## src/rtl/psk_pkg.sv

```systemverilog
package psk_pkg;
  localparam int unsigned N_ELEM_DEF = 64;
  localparam int unsigned SUB_W_DEF  = 2;
  localparam int unsigned N_SIDES    = 2;

  typedef enum logic {
    SIDE_SRC = 1'b0,
    SIDE_DST = 1'b1
  } side_e;
endpackage

```

## src/rtl/psk_mask_sel.sv

```systemverilog
module psk_mask_sel #(
  parameter int unsigned N_ELEM = psk_pkg::N_ELEM_DEF
) (
  input  logic              pred_en_i,
  input  logic              twin_i,
  input  logic [N_ELEM-1:0] dst_mask_i,
  input  logic [N_ELEM-1:0] src_mask_i,
  output logic [N_ELEM-1:0] src_eff_o,
  output logic [N_ELEM-1:0] dst_eff_o
);
  always_comb begin
    if (!pred_en_i) begin
      src_eff_o = '1;
      dst_eff_o = '1;
    end else begin
      dst_eff_o = dst_mask_i;
      src_eff_o = twin_i ? src_mask_i : dst_mask_i;
    end
  end
endmodule

```

## src/rtl/psk_engine.sv

```systemverilog
module psk_engine #(
  parameter int unsigned N_ELEM = psk_pkg::N_ELEM_DEF,
  parameter int unsigned SUB_W  = psk_pkg::SUB_W_DEF,
  localparam int unsigned IDX_W  = $clog2(N_ELEM),
  localparam int unsigned STEP_W = IDX_W + 1
) (
  input  logic              clk_i,
  input  logic              rst_ni,
  input  logic              start_i,
  input  logic [N_ELEM-1:0] mask_i,
  input  logic [STEP_W-1:0] vl_i,
  input  logic [STEP_W-1:0] step_i,
  input  logic [SUB_W-1:0]  sub_i,
  input  logic              zmode_i,
  output logic              done_o,
  output logic [STEP_W-1:0] step_o,
  output logic [SUB_W-1:0]  sub_o,
  output logic              zero_o
);
  // positions beyond the mask read as inactive
  function automatic logic mask_bit(input logic [N_ELEM-1:0] m, input logic [STEP_W-1:0] pos);
    if (pos < STEP_W'(N_ELEM)) return m[pos[IDX_W-1:0]];
    return 1'b0;
  endfunction

  logic              busy_q, done_q, zmode_q, zero_q;
  logic [STEP_W-1:0] cur_q, vl_q, step_q;
  logic [N_ELEM-1:0] mask_q;
  logic [SUB_W-1:0]  sub_q;

  logic in_bit, in_live, skip_en, cur_stop;

  always_comb begin
    in_bit   = mask_bit(mask_i, step_i);
    in_live  = step_i < vl_i;
    skip_en  = (sub_i == '0) && !zmode_i;
    cur_stop = mask_bit(mask_q, cur_q) || (cur_q >= vl_q);
  end

  always_ff @(posedge clk_i or negedge rst_ni) begin
    if (!rst_ni) begin
      busy_q  <= 1'b0;
      done_q  <= 1'b0;
      zmode_q <= 1'b0;
      zero_q  <= 1'b0;
      cur_q   <= '0;
      vl_q    <= '0;
      step_q  <= '0;
      mask_q  <= '0;
      sub_q   <= '0;
    end else begin
      done_q <= 1'b0;
      if (!busy_q) begin
        if (start_i) begin
          sub_q   <= sub_i;
          vl_q    <= vl_i;
          mask_q  <= mask_i;
          zmode_q <= zmode_i;
          if (skip_en && in_live && !in_bit) begin
            busy_q <= 1'b1;
            cur_q  <= step_i + 1'b1;
          end else begin
            done_q <= 1'b1;
            step_q <= step_i;
            zero_q <= zmode_i && in_live && !in_bit;
          end
        end
      end else if (cur_stop) begin
        busy_q <= 1'b0;
        done_q <= 1'b1;
        step_q <= cur_q;
        zero_q <= 1'b0;
      end else begin
        cur_q <= cur_q + 1'b1;
      end
    end
  end

  assign done_o = done_q;
  assign step_o = step_q;
  assign sub_o  = sub_q;
  assign zero_o = zero_q;

  p_search_bound_r5: assert property (@(posedge clk_i) disable iff (!rst_ni)
    busy_q |-> cur_q <= vl_q);
  p_zero_no_search_r6: assert property (@(posedge clk_i) disable iff (!rst_ni)
    busy_q |-> !zmode_q);
  p_land_active_r4: assert property (@(posedge clk_i) disable iff (!rst_ni)
    busy_q && cur_stop |=> done_o && (step_o == vl_q || mask_bit(mask_q, step_o)));
  p_zero_valid_r6: assert property (@(posedge clk_i) disable iff (!rst_ni)
    done_o && zero_o |-> zmode_q && step_o < vl_q && !mask_bit(mask_q, step_o));
  p_no_spurious_done_r10: assert property (@(posedge clk_i) disable iff (!rst_ni)
    !busy_q && !start_i |=> !done_o);
  p_no_done_while_busy_r10: assert property (@(posedge clk_i) disable iff (!rst_ni)
    busy_q && !cur_stop |=> !done_o && busy_q);
endmodule

```

## src/rtl/predicate_skip_unit.sv

```systemverilog
module predicate_skip_unit #(
  parameter int unsigned N_ELEM = psk_pkg::N_ELEM_DEF,
  parameter int unsigned SUB_W  = psk_pkg::SUB_W_DEF,
  localparam int unsigned STEP_W = $clog2(N_ELEM) + 1
) (
  input  logic              clk_i,
  input  logic              rst_ni,
  input  logic              start_i,
  input  logic              pred_en_i,
  input  logic              twin_i,
  input  logic [N_ELEM-1:0] dst_mask_i,
  input  logic [N_ELEM-1:0] src_mask_i,
  input  logic [STEP_W-1:0] vl_i,
  input  logic [STEP_W-1:0] src_step_i,
  input  logic [STEP_W-1:0] dst_step_i,
  input  logic [SUB_W-1:0]  src_sub_i,
  input  logic [SUB_W-1:0]  dst_sub_i,
  input  logic              src_zmode_i,
  input  logic              dst_zmode_i,
  output logic              src_done_o,
  output logic [STEP_W-1:0] src_step_o,
  output logic [SUB_W-1:0]  src_sub_o,
  output logic              src_zero_o,
  output logic              dst_done_o,
  output logic [STEP_W-1:0] dst_step_o,
  output logic [SUB_W-1:0]  dst_sub_o,
  output logic              dst_zero_o
);
  import psk_pkg::*;

  logic [N_SIDES-1:0][N_ELEM-1:0] eff_mask;
  logic [N_SIDES-1:0][STEP_W-1:0] step_in, step_out;
  logic [N_SIDES-1:0][SUB_W-1:0]  sub_in, sub_out;
  logic [N_SIDES-1:0]             zm_in, done_out, zero_out;

  psk_mask_sel #(.N_ELEM(N_ELEM)) i_mask_sel (
    .pred_en_i (pred_en_i),
    .twin_i    (twin_i),
    .dst_mask_i(dst_mask_i),
    .src_mask_i(src_mask_i),
    .src_eff_o (eff_mask[SIDE_SRC]),
    .dst_eff_o (eff_mask[SIDE_DST])
  );

  assign step_in[SIDE_SRC] = src_step_i;
  assign step_in[SIDE_DST] = dst_step_i;
  assign sub_in[SIDE_SRC]  = src_sub_i;
  assign sub_in[SIDE_DST]  = dst_sub_i;
  assign zm_in[SIDE_SRC]   = src_zmode_i;
  assign zm_in[SIDE_DST]   = dst_zmode_i;

  for (genvar g = 0; g < N_SIDES; g++) begin : g_side
    psk_engine #(.N_ELEM(N_ELEM), .SUB_W(SUB_W)) i_engine (
      .clk_i  (clk_i),
      .rst_ni (rst_ni),
      .start_i(start_i),
      .mask_i (eff_mask[g]),
      .vl_i   (vl_i),
      .step_i (step_in[g]),
      .sub_i  (sub_in[g]),
      .zmode_i(zm_in[g]),
      .done_o (done_out[g]),
      .step_o (step_out[g]),
      .sub_o  (sub_out[g]),
      .zero_o (zero_out[g])
    );
  end

  assign src_done_o = done_out[SIDE_SRC];
  assign src_step_o = step_out[SIDE_SRC];
  assign src_sub_o  = sub_out[SIDE_SRC];
  assign src_zero_o = zero_out[SIDE_SRC];
  assign dst_done_o = done_out[SIDE_DST];
  assign dst_step_o = step_out[SIDE_DST];
  assign dst_sub_o  = sub_out[SIDE_DST];
  assign dst_zero_o = zero_out[SIDE_DST];
endmodule

```

## config.mk

```make
export PLATFORM = sky130hd
export DESIGN_NAME = predicate_skip_unit
export DESIGN_NICKNAME = d
export VERILOG_FILES = /design/src/rtl/psk_pkg.sv /design/src/rtl/psk_mask_sel.sv /design/src/rtl/psk_engine.sv /design/src/rtl/predicate_skip_unit.sv
export SDC_FILE = /design/constraint.sdc
export NUM_CORES = 1
export LEC_CHECK = 0
export CORE_UTILIZATION = 60
export DETAILED_ROUTE_END_ITERATION = 8
export PLACE_DENSITY = 0.89
export REMOVE_ABC_BUFFERS = 1
export SETUP_SLACK_MARGIN = 0.4
export SLEW_MARGIN = 25
export SYNTH_ARGS = -nofsm -noshare
export SYNTH_HDL_FRONTEND = slang
export SYNTH_HIERARCHICAL = 1
export SYNTH_SLANG_ARGS = --single-unit
```

## constraint.sdc

```tcl
create_clock -name clk_i -period 6.15 [get_ports clk_i]
set_input_delay 1.23 -clock clk_i [delete_from_list [all_inputs] [get_ports clk_i]]
set_output_delay 1.23 -clock clk_i [all_outputs]
set_load 0.02 [all_outputs]
```

# Yosys cells after proc, flatten, opt, wreduce, memory -nomap -nowiden

Index checks and enable logic that the tools add are counted.

Bits in registers: 180
Bits in latches: 0
Bits in writable memories: 0
Memory bits (read-only): 0
Input bits: 160
Output and inout bits: 22
Logic and storage cells: 131
Memories: 0

$add $sub $neg: 4
Multipliers: 0
Div/mod/pow operators: 0
Magnitude comparators: 12
Equal/unequal tests: 6
Shift operators: 0
Mux-type cells: 63
Bitwise gates (word level): 2
Reduce and logical (&&, ||, !) cells: 28

Operators with widths:

| operator                                                                      | number |
|---|---|
| 64-bit two-way mux                                                            | 3 |
| 7-bit two-way mux                                                             | 16 |
| 1-bit two-way mux                                                             | 40 |
| 7-bit by 1-bit adder with 7-bit output (second input constant)                | 4 |
| 6-bit by 7-bit less-than comparator with 1-bit output (second input constant) | 4 |
| 7-bit less-than comparator (second input constant)                            | 4 |
| 1-bit binary-select mux with 6-bit select                                     | 4 |
| 7-bit >= comparator                                                           | 2 |
| 7-bit less-than comparator                                                    | 2 |
| 3-bit AND reduction                                                           | 4 |
| 1-bit logical AND                                                             | 10 |
| 2-bit != test (second input constant)                                         | 4 |
| 2-bit nonzero test                                                            | 4 |
| 1-bit zero test                                                               | 4 |
| 2-bit zero test                                                               | 2 |
| 2-bit by 1-bit != test with 1-bit output (second input constant)              | 2 |
| 2-bit AND reduction                                                           | 2 |
| 1-bit logical OR                                                              | 2 |
| 1-bit inverter                                                                | 2 |

# Logic depth before layout (Yosys ltp)

Depth in word-level cells: 11
Gate-level depth with buffers: 12
Mapped depth without buffers: 10

# Modules after synthesis

Netlist, hierarchy kept.

Modules (own cells, without submodules):

| module                          | times used | cells each | area an instance (sq um) | sequential area each (sq um) |
|---|---|---|---|---|
| psk_engine (g_side[0].i_engine) | 1          | 557        | 5196.2                   | 2252.2 |
| psk_engine (g_side[1].i_engine) | 1          | 416        | 5123.7                   | 2252.2 |
| psk_mask_sel                    | 1          | 213        | 1506.4                   | 0.0 |

# Worst setup path before layout

No wires, ideal clock.

Path kind: input to register
Start point: input twin_i
End point: register g_side[0].i_engine.step_q[0]
Setup time: 125 ps
Arrival time: 3617 ps
Data required time: 6025 ps
Slack: 2409 ps
Cell stages on the path: 11
Buffers on the path: 2
Cell sequence: buf_8 -> buf_12 -> mux2i_1 -> nand2_1 -> mux4_2 -> a2bb2oi_1 -> and3_1 -> nor4_4 -> a31oi_1 -> o21ai_4 -> mux2_2

RTL lines:

| item                 | RTL line                  | text |
|---|---|---|
| from (decl)          | predicate_skip_unit.sv:10 | `input logic twin_i,` |
| to (signal assigned) | psk_engine.sv:64          | `step_q <= step_i;` |
| to (signal assigned) | psk_engine.sv:71          | `step_q <= cur_q;` |
| to (decl)            | psk_engine.sv:27          | `logic [STEP_W-1:0] cur_q, vl_q, step_q;` |

# Worst setup path in the final report

Start point: input dst_step_i[0]
End point: register g_side[1].i_engine.step_q[1]

Word-level cells in the longest chain between the ends: 8
Elaborated cells on any way between the ends: 12
Classes of those cells: 2 x order compare; 1 x eq/ne; 5 x mux; 4 x reduce/logical

RTL lines:

| item                                                          | RTL line                  | text |
|---|---|---|
| from (decl)                                                   | predicate_skip_unit.sv:15 | `input logic [STEP_W-1:0] dst_step_i,` |
| 1-bit binary-select mux with 6-bit select                     | psk_engine.sv:22          | `if (pos < STEP_W'(N_ELEM)) return m[pos[IDX_W-1:0]];` |
| 1-bit two-way mux (not written as such)                       | psk_engine.sv:22          |  |
| 1-bit two-way mux                                             | psk_engine.sv:22          |  |
| 1-bit two-way mux                                             | psk_engine.sv:23          | `return 1'b0;` |
| 1-bit zero test                                               | psk_engine.sv:59          | `if (skip_en && in_live && !in_bit) begin` |
| 1-bit logical AND (*)                                         | psk_engine.sv:59          |  |
| 2-bit by 1-bit != test with 1-bit output (no source line) (*) | --                        |  |
| 3-bit AND reduction (no source line) (*)                      | --                        |  |
| to (signal assigned)                                          | psk_engine.sv:64          |  |
| to (signal assigned)                                          | psk_engine.sv:71          |  |
| to (decl)                                                     | psk_engine.sv:27          |  |

Every way passes the cells marked *; elsewhere a longest branch is shown, timed or not. The select of a mux whose other input is x is not followed.
A chain may end at the register's enable or synchronous reset.

==> impl_results.md <==
- Clk slew on worst S/H paths: approximately 0.07 ns
- Antenna violations before repair: 1
- Clock Skew: ~0.0057 ns
- Synth Cell Area: about 0.012 mm2
- Final net count: 1502
- Total power: about 4300 uW
- End-of-flow core utilization: 0.744
- Crit-path cells: clkdlybuf4s50_1 > mux4_2 > mux2i_1 > nor3_1 > a31oi_1 > nand4_1 > o41a_1 > o21ai_4 > mux2_2
- Wirelength, routed: 34.4 mm
- I/O Buffers: ~180
- Synth area leader: dfrtp_1
- Setup Crit Path Kind: in2reg
- Post-CTS Setup Bufs: 0
- Setup Viol. Count Final: 0
- Initial DRC Count: 1070
- CP max stage delay: around 1.1 ns
- Crit path buf inv count: 1
- Most used DFF post-synth: dfrtp_1
- Leak: just over 0.006 uW
- Post-Layout Cell Count: around 1600
- CP top delay family: multiplexers
- Worst setup path start: dst_step_i[0]
- Share of post-route cells with drive strength above 1: 0.158
- GRT Util Overall: 0.353
- CP max FO: 19
- H-tree levels: 4
- I/O pins: between 150 and 200
- Vias per inst: around 6.4
- Die area: 0.0203 mm2
- Hold-critical path depth: 2
- Worst skew pair latency: between 0.4 and 0.5 ns
- Period utilisation layout: 0.728
- Yosys warns: 6
- Drc violations: 0
- Worst slew pin tran: roughly 1.0 ns
- RSZ-0062 raised after global routing: false
- Root buf cell: clkbuf_16
- R2R Setup Slk: about 3.0 ns
- Placed insts: 1555
- Hold path start: g_side[0].i_engine/mask_q[60]
- Syn Inst Count: around 1200
- Worst setup SP type: input port
- Register-to-Register Path Depth: 8
- Final hold vios: 0
- Top Metal Used: met4
- Synth area leaders: dfrtp_1 38%, mux2_2 10%, nand2_1 9.5%
- Post-CTS sizing: 0
- Vias in the first global route: around 10000
- Row count: 50
- Via count: slightly above 10000
- Antenna Violating Nets Remaining: 0
- Synth-to-layout area growth: 19.7%
- Die X: 142 um
- Initial core utilization: 0.622
- DRT Pass-1 Iters: 6
- Async S/R FF share, synth: 1.00
- Max Freq: around 220 MHz
- Worst hold path class: reg2reg
- Largest net degree at the start of global routing: 89
- WL met2: 15.8 mm
- Final setup margin: approximately 1.7 ns
- RePlAce Congestion: roughly 0.95
- Maximum buffer depth of the clock tree: 2
- Number of synthesized flops with an enable pin: 0
- Pre-CTS setup slack: approximately 1.3 ns
- IR drop worst, VDD: about 0.18 mV
- Seq/Total Area, Yosys: 0.381
- Cell depth of the worst setup path: 9
- Status: finished, final reports clean
- Synthesis-stage register bit count: between 150 and 200
- Max_cap viols: 0
- CTS sink count: 180
- Synth top area share: 0.381
- Finished Cell Area: approximately 0.014 mm2
- Synth unique cells: between 60 and 70
- Routed length on met3: ~3.7 mm
- Multi-input logic area: 0.00668 mm2
- Worst Path Arrival: 4.79 ns
- Shortest period the worst path allows: 4.47 ns
- Area of placed instances: roughly 0.014 mm2
- Worst r2r src: g_side[1].i_engine/cur_q[1]
- WL/cell: 21.6 um
- Global-route wire length before repair: approximately 54 mm
- Overflow left after global routing: 0
- PD cells: around 300 mW/mm2
- Fill cells: 1269
- Rel. slew slack: 0.323
- CTS tree: yes
- Crit path max-delay cell type: clkdlybuf4s50_1
- Slew Viols, Final: 0
- Crit end category: flop
- Hold bufs inserted after CTS: 0
- Syn avg cell area: 9.97 um2
- Area occupied by registers: between 0.004 and 0.005 mm2
- Die Y: about 140 um
- WP data required: approximately 6.5 ns
- TritonCTS Buffers: 17
- Core Footprint: ~0.019 mm2
- DRT met1 WL: between 10 and 15 mm
- Detailed Place HPWL: 24.9 mm
-- cells in the final DEF, fill, tap and decap left out, types with 4 or more instances in the layout --
cell	n
mux4_2	44
inv_6	5
clkbuf_16	17
o211ai_1	6
clkdlybuf4s50_1	178
nand2_1	299
o21ai_0	26
xnor2_1	5
nand2b_1	75
nor3b_1	4
nand3_1	16
nand4_1	6
or3_1	4
a21o_1	7
nand3b_1	5
a22oi_1	6
o22ai_1	5
mux2i_1	105
and3_1	12
mux2_2	107
clkinv_2	4
o31ai_1	8
a2111oi_0	5
a211oi_1	8
dfrtp_1	180
inv_1	36
a21oi_1	12
nor2_1	17
nor2b_1	8
buf_4	16
ha_1	28
nor3_1	19
-- Yosys cell counts (19+ instances only) --
cell,n
clkbuf_1,38
dfrtp_1,180
ha_1,28
inv_1,36
mux2_2,107
mux2i_1,105
mux4_2,44
nand2_1,300
nand2b_1,75
nor3_1,19
o21ai_0,26
-- flip-flops by register name (all words and copies together), names as in the netlist --
name / flops
g_side.i_engine/cur_q: 14
g_side.i_engine/sub_o: 4
g_side.i_engine/busy_q: 2
g_side.i_engine/step_o: 14
g_side.i_engine/zero_o: 2
g_side.i_engine/done_o: 2
g_side.i_engine/vl_q: 14
g_side.i_engine/mask_q: 128
-- layout make-up --
class                           instances  share of cell area
Inverter                               37             0.00981
Timing Repair Buffer                  195               0.135
Antenna cell                            1            0.000177
Sequential cell                       180               0.318
Tap cell                              260              0.0230
Multi-Input combinational cell        883               0.472
Clock inverter                         14              0.0104
Clock buffer                           18              0.0310
-- stage by stage --
stage,TNS [ns],hold WS [ns]
finish,0,0.474
CTS,0,0.478
floorplan,-0.0432,0.438
global placement,0,0.452
detailed placement,0,0.461
global route,0,0.496
-- logic make-up (layout without fill, tap and decap cells) --
group           after synthesis  count (layout)  synth area share
simple gates                481             481             0.187
other cells                   0               1                 0
fa+ha+maj                    28              28            0.0296
xor+xnor                      7               7           0.00518
mux                         256             256             0.275
flops                       180             180             0.381
buf+inv                     123             264            0.0559
compound gates              111             111            0.0668
-- layer usage --
layer | vias to the layer above | track usage
li1 | 4411 | -
met1 | 4883 | 0.456
met2 | 682 | 0.562
met3 | 133 | 0.0737
met4 | 0 | 0.181
met5 | - | 0
-- power by group --
group | leakage (uW) | switching, uW | internal, uW | total (uW)
Combinational | 0.00383 | 759 | 765 | 1520
Sequential | 0.00201 | 282 | 1410 | 1690
Clock | 0.000288 | 480 | 613 | 1090
Total | 0.00613 | 1520 | 2790 | 4310
-- worst min-delay path: cells and delay by family, from the launching register on --
kind / cells / cell delay [ns]
flops: 1 / 0.34
simple gates: 2 / 0.11
-- final timing paths --
path,endpoint
max,g_side[1].i_engine/step_o[1]
min,g_side[0].i_engine/mask_q[60]
max reg2reg,g_side[1].i_engine/cur_q[1]
min reg2reg,g_side[0].i_engine/mask_q[60]
max in group asynchronous,g_side[1].i_engine/vl_q[6]
min in group asynchronous,g_side[0].i_engine/mask_q[35]
Power figures use the tool's default switching activity.
